<file path="src/rtl/ssag_pkg.sv">
package ssag_pkg;
    typedef enum logic [1:0] {
        ST_IDLE   = 2'd0,
        ST_WAIT   = 2'd1,
        ST_BEAT_A = 2'd2,
        ST_BEAT_B = 2'd3
    } scan_state_t;
endpackage

</file>
<file path="src/rtl/ssag_frame_latch.sv">
module ssag_frame_latch #(
    parameter int ADDR_W = 32,
    parameter int DIM_W  = 16,
    parameter int FMT_W  = 16
) (
    input  logic               clk,
    input  logic               rst_n,
    input  logic               capture,
    input  logic [2*DIM_W-1:0] cfg_dims,
    input  logic [ADDR_W-1:0]  cfg_a0,
    input  logic [ADDR_W-1:0]  cfg_a1,
    input  logic [ADDR_W-1:0]  cfg_b0,
    input  logic [ADDR_W-1:0]  cfg_b1,
    input  logic               cfg_buf_sel,
    input  logic [ADDR_W-1:0]  cfg_stride,
    input  logic [FMT_W-1:0]   cfg_fmt,
    output logic [ADDR_W-1:0]  base_a,
    output logic [ADDR_W-1:0]  base_b,
    output logic [ADDR_W-1:0]  stride,
    output logic [DIM_W-1:0]   height,
    output logic [DIM_W-1:0]   width,
    output logic [FMT_W-1:0]   fmt,
    output logic               stereo,
    output logic               mono_eye
);
    localparam logic [ADDR_W-1:0] STRIDE_MASK = {{(ADDR_W-3){1'b1}}, 3'b000};

    logic [ADDR_W-1:0] pick_a, pick_b;
    logic              parity_q;

    always_comb begin
        pick_a = cfg_buf_sel ? cfg_a1 : cfg_a0;
        pick_b = cfg_buf_sel ? cfg_b1 : cfg_b0;
    end

    always_ff @(posedge clk) begin
        if (!rst_n) begin
            base_a   <= '0;
            base_b   <= '0;
            stride   <= '0;
            height   <= '0;
            width    <= '0;
            fmt      <= '0;
            stereo   <= 1'b0;
            mono_eye <= 1'b0;
            parity_q <= 1'b0;
        end else if (capture) begin
            base_a   <= pick_a;
            base_b   <= pick_b;
            stride   <= cfg_stride & STRIDE_MASK;
            height   <= cfg_dims[2*DIM_W-1:DIM_W];
            width    <= cfg_dims[DIM_W-1:0];
            fmt      <= cfg_fmt;
            stereo   <= cfg_fmt[5] & ~cfg_fmt[6];
            mono_eye <= (pick_a != pick_b) & parity_q;
            parity_q <= ~parity_q;
        end
    end
endmodule

</file>
<file path="src/rtl/ssag_line_ctr.sv">
module ssag_line_ctr #(
    parameter int ADDR_W = 32,
    parameter int DIM_W  = 16
) (
    input  logic              clk,
    input  logic              rst_n,
    input  logic              clear,
    input  logic              step,
    input  logic [ADDR_W-1:0] stride,
    input  logic [DIM_W-1:0]  height,
    output logic [ADDR_W-1:0] row_off,
    output logic              last_line
);
    logic [DIM_W-1:0] cnt_q;

    always_ff @(posedge clk) begin
        if (!rst_n || clear) begin
            cnt_q   <= '0;
            row_off <= '0;
        end else if (step) begin
            cnt_q   <= cnt_q + DIM_W'(1);
            row_off <= row_off + stride;
        end
    end

    assign last_line = (cnt_q == height - DIM_W'(1));
endmodule

</file>
<file path="src/rtl/stereo_scan_gen.sv">
module stereo_scan_gen
    import ssag_pkg::*;
#(
    parameter int ADDR_W = 32,
    parameter int DIM_W  = 16,
    parameter int FMT_W  = 16
) (
    input  logic               clk,
    input  logic               rst_n,
    input  logic               frame_start,
    input  logic               line_adv,
    input  logic [2*DIM_W-1:0] cfg_dims,
    input  logic [ADDR_W-1:0]  cfg_a0,
    input  logic [ADDR_W-1:0]  cfg_a1,
    input  logic [ADDR_W-1:0]  cfg_b0,
    input  logic [ADDR_W-1:0]  cfg_b1,
    input  logic               cfg_buf_sel,
    input  logic [ADDR_W-1:0]  cfg_stride,
    input  logic [FMT_W-1:0]   cfg_fmt,
    input  logic               line_ready,
    output logic               line_valid,
    output logic [ADDR_W-1:0]  line_addr,
    output logic               line_eye,
    output logic [2:0]         color_fmt,
    output logic               stereo_en,
    output logic [DIM_W-1:0]   act_width,
    output logic [FMT_W-1:0]   act_fmt
);
    scan_state_t state_q, state_d;

    logic [ADDR_W-1:0] base_a, base_b, stride, row_off, first_base;
    logic [DIM_W-1:0]  height;
    logic              stereo, mono_eye, last_line, hs, step, zero_h;

    ssag_frame_latch #(.ADDR_W(ADDR_W), .DIM_W(DIM_W), .FMT_W(FMT_W)) u_latch (
        .clk        (clk),
        .rst_n      (rst_n),
        .capture    (frame_start),
        .cfg_dims   (cfg_dims),
        .cfg_a0     (cfg_a0),
        .cfg_a1     (cfg_a1),
        .cfg_b0     (cfg_b0),
        .cfg_b1     (cfg_b1),
        .cfg_buf_sel(cfg_buf_sel),
        .cfg_stride (cfg_stride),
        .cfg_fmt    (cfg_fmt),
        .base_a     (base_a),
        .base_b     (base_b),
        .stride     (stride),
        .height     (height),
        .width      (act_width),
        .fmt        (act_fmt),
        .stereo     (stereo),
        .mono_eye   (mono_eye)
    );

    ssag_line_ctr #(.ADDR_W(ADDR_W), .DIM_W(DIM_W)) u_ctr (
        .clk      (clk),
        .rst_n    (rst_n),
        .clear    (frame_start),
        .step     (step),
        .stride   (stride),
        .height   (height),
        .row_off  (row_off),
        .last_line(last_line)
    );

    assign zero_h = (cfg_dims[2*DIM_W-1:DIM_W] == '0);
    assign hs     = line_valid & line_ready;
    assign step   = hs & !frame_start &
                    ((state_q == ST_BEAT_B) || (state_q == ST_BEAT_A && !stereo));

    // state register
    always_ff @(posedge clk) begin
        if (!rst_n) state_q <= ST_IDLE;
        else        state_q <= state_d;
    end

    // next state
    always_comb begin
        state_d = state_q;
        unique case (state_q)
            ST_IDLE:   state_d = ST_IDLE;
            ST_WAIT:   if (line_adv) state_d = ST_BEAT_A;
            ST_BEAT_A: if (hs) state_d = stereo ? ST_BEAT_B
                                                : (last_line ? ST_IDLE : ST_WAIT);
            ST_BEAT_B: if (hs) state_d = last_line ? ST_IDLE : ST_WAIT;
            default:   state_d = ST_IDLE;
        endcase
        if (frame_start) state_d = zero_h ? ST_IDLE : ST_WAIT;
    end

    // outputs
    always_comb begin
        first_base = (!stereo && mono_eye) ? base_b : base_a;
        line_valid = (state_q == ST_BEAT_A) || (state_q == ST_BEAT_B);
        line_eye   = (state_q == ST_BEAT_B) || (!stereo && mono_eye);
        line_addr  = ((state_q == ST_BEAT_B) ? base_b : first_base) + row_off;
        color_fmt  = act_fmt[2:0];
        stereo_en  = stereo;
    end
endmodule

</file>
<file path="config.mk">
export PLATFORM = sky130hd
export DESIGN_NAME = stereo_scan_gen
export DESIGN_NICKNAME = d
export VERILOG_FILES = /design/src/rtl/ssag_pkg.sv /design/src/rtl/ssag_frame_latch.sv /design/src/rtl/ssag_line_ctr.sv /design/src/rtl/stereo_scan_gen.sv
export SDC_FILE = /design/constraint.sdc
export NUM_CORES = 1
export LEC_CHECK = 0
export ABC_AREA = 1
export BUFFER_PORTS_ARGS = -buffer_cell sky130_fd_sc_hd__clkbuf_2
export CAP_MARGIN = 0
export CORE_UTILIZATION = 61
export CTS_BUF_LIST = sky130_fd_sc_hd__clkbuf_8
export CTS_CLUSTER_SIZE = 20
export DETAILED_ROUTE_END_ITERATION = 8
export PLACE_DENSITY = 0.87
export SETUP_SLACK_MARGIN = 0.4
export SYNTH_ARGS = -nofsm -noshare
export SYNTH_HDL_FRONTEND = slang
export SYNTH_HIERARCHICAL = 1
export SYNTH_SLANG_ARGS = --single-unit
</file>
<file path="constraint.sdc">
create_clock -name clk -period 8.05 [get_ports clk]
set_clock_uncertainty 0.05 [all_clocks]
set_input_delay 1.61 -clock clk [delete_from_list [all_inputs] [get_ports clk]]
set_output_delay 1.61 -clock clk [all_outputs]
set_load 0.05 [all_outputs]
</file>
==> results.md, run 1 <==
- Final ANT Viol Nets: 0
- Worst-path fanout max: 35
- Setup crit start kind: flop
- Final setup violation count: 0
- Post-synth cell types: 42
- Slew @ Worst Pin: 1060 ps
- Slew Limit Fails: 0
- Final Hold Fails: 0
- Post-DR wirelength/cell: 13.4 µm
- Yosys reg bits: 194
- Vias: 15900
- Setup_tns: 0 ps
- H-tree depth: 4
- Share of cells above drive strength 1: 14.3%
- Die width: 158 µm
- Ys Warns: 6
- WL final: 41.8 mm
- Drt first-iter violations: 1235
- Metal3 WL: 2.63 mm
- Final instance count without filler cells: 3107
- IO buf count: 280
- Cells after DPL: 3075
- Hold depth: 2
- Run status: completed
- Final nets: 3058
- Maximum root-to-sink buffer count: 2
- Syn Area/Cell: 5.81 µm²
- CTS resizes: 0
- Antenna diode count: 0
- 1st-pass router iterations: 6
- Final core utilization: 70.6%
- Setup Buffers After CTS: 0
- Top cell type's share of synthesized area: 26.2%
- Place WS: 3010 ps
- Clock root buffer: clkbuf_8
- Area grow syn2layout: 12.6%
- Vias in the first global route: 13900
- Leak: 9.96 nW
- Final global-route overflow total: 0
- Finished Cell Area: 16700 µm²
- Pin count of the biggest net entering global routing: 128
- Die span in y: 158 µm
- RR Endpoint: u_ctr/cnt_q[12]$_SDFFE_PP0P_
- Tmin final: 5600 ps
- Initial antenna violation count: 0
- Crit. End Element: primary output
- Clock slew seen by the registers of the worst setup and hold paths: 120 ps
- WP data required: 6390 ps
- Worst setup path startpoint: state_q[1]$_SDFFE_PN0P_
- Synth Instances: 2556
- Via-per-instance ratio: 5.12
- Reg2Reg Depth: 14
- Area contributors post-synth: dfxtp_1, nand2_1, inv_1, nor2_1, ha_1
- First-pass GRT wire length: 65.1 mm
- Critical hold path startpoint: u_latch/base_b[5]$_SDFFE_PN0P_
- Dpl cell area: 16300 µm²
- HP Class: flop to flop
- R2r setup slk: 5570 ps
- Max Cap Viol: 0
- IO Count: 284
- # hold bufs at CTS: 0
- Crit path DAT: 3940 ps
- Synth area leader: dfxtp_1
- Core area: 23700 µm²
- Mapped cell area: 14800 µm²
- Gpl congestion: 0.982
- Worst vdd ir: 111 µV
- Routed met1 length: 18.2 mm
- Tcrit/Tclk final: 69.6%
- Dpl hpwl: 33.0 mm
- Final setup margin: 2450 ps
- CTS tree: done
- Clock Sinks: 194
- Post-synthesis sequential area ratio: 26.2%
- WS Path Type: flop to primary output
- Initial Utilization: 62.7%
- Die area: 25000 µm²
- Clock latency on the worst-skew pair: 500 ps
- Worst rel slew slack: 29.3%
- Met2 wire len: 19.7 mm
- FF-to-FF Start: state_q[0]$_SDFFE_PN0P_
- RSZ-0062 raised after global routing: no
- Core Rows: 56
- Max Fclk: 179 MHz
- Hold EP: u_latch/base_b[5]$_SDFFE_PN0P_
- Top sig layer: met4
- Power density over the cells: 137 nW/µm²
- CTS buffer count: 17
- DR DRC count: 0
- Gr usage total: 32.7%
[state kept, by name (all words and copies together) (netlist names), 2 cells and up]
register,flops
state_q,2
u_ctr/cnt_q,16
u_ctr/row_off,32
u_latch/base_a,32
u_latch/base_b,32
u_latch/fmt,16
u_latch/height,16
u_latch/stride,29
u_latch/width,16
[per-stage QoR]
step | power, W | hold WS [ps]
floorplan | 0.00146 | 394
global placement | 0.00162 | 402
detailed placement | 0.00163 | 415
CTS | 0.00229 | 442
global route | 0.00239 | 459
finish | 0.00228 | 439
[power by group]
group	internal [W]	switching [W]	leakage, nW
logic	0.000186	0.000389	8.15
registers	0.00101	0.0000333	1.60
clock network	0.000249	0.000413	0.208
total	0.00145	0.000835	9.96
[per-layer routing]
metal / up-vias / GRT usage [%]
met4: 0 / 12.3
met3: 84 / 4.02
li1: 8261 / -
met2: 540 / 57.1
met1: 7024 / 41.0
met5: - / 0
[area by class of cell]
cell class	instances	area, µm²
clock buffer	18	248
clock inverter	14	181
fill	2181	6970
inverter	429	1610
multi-input combinational	1846	8930
sequential	194	3880
tap	319	399
timing repair buffer	287	1470
[cell usage in the layout, fill, tap and decap left out, types with 2 or more instances in the layout]
| cell type | n |
|---|---|
| nand2_1 | 899 |
| inv_1 | 424 |
| nor2_1 | 343 |
| clkbuf_2 | 277 |
| dfxtp_1 | 194 |
| o21ai_0 | 135 |
| nand3_1 | 88 |
| a21oi_1 | 67 |
| ha_1 | 67 |
| o211ai_1 | 64 |
| xor2_1 | 36 |
| mux2_2 | 30 |
| clkbuf_8 | 18 |
| nand2_2 | 15 |
| nor3_1 | 13 |
| nand4_1 | 11 |
| o21ai_1 | 10 |
| buf_4 | 9 |
| xnor2_1 | 8 |
| or2_1 | 7 |
| nor2_2 | 7 |
| o21bai_1 | 7 |
| or2_2 | 7 |
| clkinv_8 | 6 |
| nor2_4 | 5 |
| nand3_2 | 4 |
| inv_6 | 4 |
| nor3_2 | 4 |
| inv_2 | 4 |
| conb_1 | 3 |
| nor3_4 | 2 |
| nor4_1 | 2 |
| fa_1 | 2 |
| inv_12 | 2 |
| nand3b_1 | 2 |
| o21a_1 | 2 |
[worst max-delay path by stage]
stage / endpoint / depth (start not counted)
after floorplan: line_addr[16] / 16
after global placement: line_addr[16] / 15
after detailed placement: line_addr[16] / 15
after CTS: line_addr[16] / 15
after global routing: line_addr[28] / 16
final: line_addr[28] / 16
[kinds of logic after synthesis]
group	synth area share (%)
AO/OA/AOI/OAI	11.0
XOR/XNOR	2.60
adder cells (fa/ha/maj)	5.92
buffers and inverters	13.8
flip-flops	26.2
multiplexers	2.28
other	0.0253
AND/OR/NAND/NOR	38.3
[synth_stat cells (all sizes together)]
cell and number:
nand2 914, nand3b 2, a31oi 1, conb 1
nand4 11, xor2 36, inv 427, nor2 355
or2 15, buf 37, clkinv 2, clkbuf 52
dfxtp 194, o211ai 64, a21o 1, o21a 2
and2 1, fa 2, a21oi 67, nand3 93
xnor2 8, ha 67, o21bai 7, mux2 30
o22ai 1, o21ai 145, nor4 2, nor3 19
[worst max-delay path: stages (launching register included)]
cell      delay, ps
dfxtp_1         420
nand2_1         100
nand2_2         620
mux2_2          340
ha_1            210
inv_1            70
fa_1            430
inv_1           130
nand3_1          80
nand3_1         150
nand3_1          90
nand2_1         140
nand2_1          90
nand2_1          70
nand2_1          40
nand2_1         120
clkbuf_2        310
(Power assumes the default switching activity.)
==> inputs of run 2 (changes only) <==
--- a/config.mk
+++ b/config.mk
@@ -8,11 +8,11 @@
 export ABC_AREA = 1
 export BUFFER_PORTS_ARGS = -buffer_cell sky130_fd_sc_hd__clkbuf_2
 export CAP_MARGIN = 0
-export CORE_UTILIZATION = 61
+export CORE_UTILIZATION = 58
 export CTS_BUF_LIST = sky130_fd_sc_hd__clkbuf_8
 export CTS_CLUSTER_SIZE = 20
 export DETAILED_ROUTE_END_ITERATION = 8
-export PLACE_DENSITY = 0.87
+export PLACE_DENSITY = 0.83
 export SETUP_SLACK_MARGIN = 0.4
 export SYNTH_ARGS = -nofsm -noshare
 export SYNTH_HDL_FRONTEND = slang
==> constraint.sdc (replaced) <==
create_clock -name clk -period 5.73 [get_ports clk]
set_clock_uncertainty 0.05 [all_clocks]
set_input_delay 1.146 -clock clk [delete_from_list [all_inputs] [get_ports clk]]
set_output_delay 1.146 -clock clk [all_outputs]
set_load 0.05 [all_outputs]
==> results.md, run 2 (synthesis gave the netlist of run 1 again) <==
- Clock root buffer: clkbuf_8
- WL final: 41.4 mm (-0.95%)
- Maximum root-to-sink buffer count: 2 (unchanged)
- Setup crit start kind: flop
- Clock latency on the worst-skew pair: 490 ps (about the same)
- Finished Cell Area: 16800 µm² (+0.22%)
- RR Endpoint: u_ctr/cnt_q[13]$_SDFFE_PP0P_
- Worst setup path startpoint: state_q[1]$_SDFFE_PN0P_
- Final core utilization: 66.7% (-3.9 points)
- Core area: 25100 µm² (+6.0%)
- IO buf count: 280 (unchanged)
- Worst vdd ir: 164 µV (+48%)
- Setup_tns: 0 ps (unchanged)
- IO Count: 284 (unchanged)
- Gpl congestion: 0.998 (+1.6%)
- Worst setup path endpoint: line_addr[29]
- WS Path Type: flop to primary output
- FF-to-FF Start: state_q[0]$_SDFFE_PN0P_
- Gr usage total: 30.9% (-1.8 points)
- Drt first-iter violations: 1249 (+1.1%)
- Final Hold Fails: 0 (unchanged)
- Initial antenna violation count: 0 (unchanged)
- Top flop regs: u_ctr/row_off x32, u_latch/base_a x32, u_latch/base_b x32
- Clock slew seen by the registers of the worst setup and hold paths: 110 ps (about the same)
- Worst-path fanout max: 29 (-17%)
- Via-per-instance ratio: 5.09 (-0.67%)
- Die area: 26200 µm² (+5.1%)
- Vias: 15900 (-0.26%)
- Die span in y: 162 µm (+2.5%)
- Slew @ Worst Pin: 1020 ps (-38.7 ps)
- WP data required: 4530 ps (-1860 ps)
- Slew Limit Fails: 0 (unchanged)
- Tmin final: 4910 ps
- Post-DR wirelength/cell: 13.3 µm (-1.4%)
- Power density over the cells: 192 nW/µm² (+40%)
- First-pass GRT wire length: 66.0 mm (+1.3%)
- Clock Sinks: 194 (unchanged)
- Crit path DAT: 3710 ps (-230 ps)
- Max Cap Viol: 0 (unchanged)
- Dpl cell area: 16300 µm² (+0.18%)
- DR DRC count: 0 (unchanged)
- # hold bufs at CTS: 0 (unchanged)
- Final setup violation count: 0 (unchanged)
- Area grow syn2layout: 12.9%
- Antenna diode count: 0 (unchanged)
- Vias in the first global route: 14100 (+1.3%)
- Final global-route overflow total: 0 (unchanged)
- Core Rows: 58 (+3.6%)
- RSZ-0062 raised after global routing: no
- CTS tree: done
- Max Fclk: 204 MHz
- Dpl hpwl: 32.2 mm (-2.4%)
- Final nets: 3060 (+0.065%)
- Fill count: 2455 (+13%)
- Crit. End Element: primary output
- H-tree depth: 4 (unchanged)
- Pwr Total: 0.00321 W (+41%)
- Reg2Reg Depth: 13 (-1)
- Tcrit/Tclk final: 85.7%
- Leak: 9.97 nW (+0.13%)
- Die width: 162 µm (+2.5%)
- HP Class: flop to flop
- 1st-pass router iterations: 6 (unchanged)
- CTS buffer count: 17 (unchanged)
- Most common cell after layout, fill and taps aside: nand2_1
- Share of cells above drive strength 1: 14.3% (+0.061 points)
- Initial Utilization: 59.1% (-3.6 points)
- R2r setup slk: 3250 ps (-2320 ps)
- Most frequent cells in the layout: nand2_1, inv_1, nor2_1
- Fin Hold WS: 436 ps (-2.67 ps)
- Run status: completed
- Worst rel slew slack: 31.8% (+2.6 points)
- Pin count of the biggest net entering global routing: 115 (-10%)
- Final ANT Viol Nets: 0 (unchanged)
run 2: through the flow:
stage / std cells / worst slack, ps
6_report: 3120 / 820
4_1_cts: 3120 / 620
3_3_place_gp: 3088 / 1240
2_1_floorplan: 2558 / 1240
5_1_grt: 3120 / 595
3_5_place_dp: 3088 / 1180
run 2: cell type report:
cell class                      count  area, µm²  area share, %
Clock buffer                       17        234           1.40
Multi-Input combinational cell   1846       8930           53.3
Tap cell                          330        413           2.46
Sequential cell                   194       3880           23.2
Timing Repair Buffer              289       1480           8.83
Inverter                          429       1610           9.61
Clock inverter                     15        198           1.18
run 2: worst max-delay path, stage by stage, from the launching register on:
cell and delay, ps:
dfxtp_1 420, nand2_1 140, nand2_4 350, buf_4 250, mux2_2 390, ha_1 360, nand2_1 140, inv_1 50
a21oi_1 180, nand2_1 120, a21oi_1 230, nand3_1 110, nand2_1 150, clkbuf_2 310
run 2: routing by layer:
layer  global-route usage, %  routed length (µm)  vias to the layer above
li1                        -                   -                     8272
met1                    40.1               18600                     7020
met2                    52.9               19200                      520
met3                    3.65                2550                       56
met4                    10.7                1050                        0
met5                       0                   0                        -
run 2: where the power goes:
group          total, W  switching [W]  internal (W)
combinational  0.000808       0.000546      0.000262
clock          0.000935       0.000591      0.000344
sequential      0.00147      0.0000469       0.00142
run 2: worst min path at each step:
stage          slack, ps                             end  cells past startpoint                            from
6_report             440     u_latch/fmt[5]$_SDFFE_PN0P_                      2     u_latch/fmt[5]$_SDFFE_PN0P_
5_1_grt              440     u_latch/fmt[5]$_SDFFE_PN0P_                      2     u_latch/fmt[5]$_SDFFE_PN0P_
4_1_cts              440     u_latch/fmt[5]$_SDFFE_PN0P_                      2     u_latch/fmt[5]$_SDFFE_PN0P_
3_5_place_dp         410  u_latch/base_b[9]$_SDFFE_PN0P_                      2  u_latch/base_b[9]$_SDFFE_PN0P_
3_3_place_gp         400     u_latch/fmt[5]$_SDFFE_PN0P_                      2     u_latch/fmt[5]$_SDFFE_PN0P_
2_1_floorplan        390  u_latch/base_b[0]$_SDFFE_PN0P_                      2  u_latch/base_b[0]$_SDFFE_PN0P_
run 2: timing repair:
item	in CTS	in global routing
setup buffers	0	0
setup endpoints to repair	0	1
resized for setup	0	1
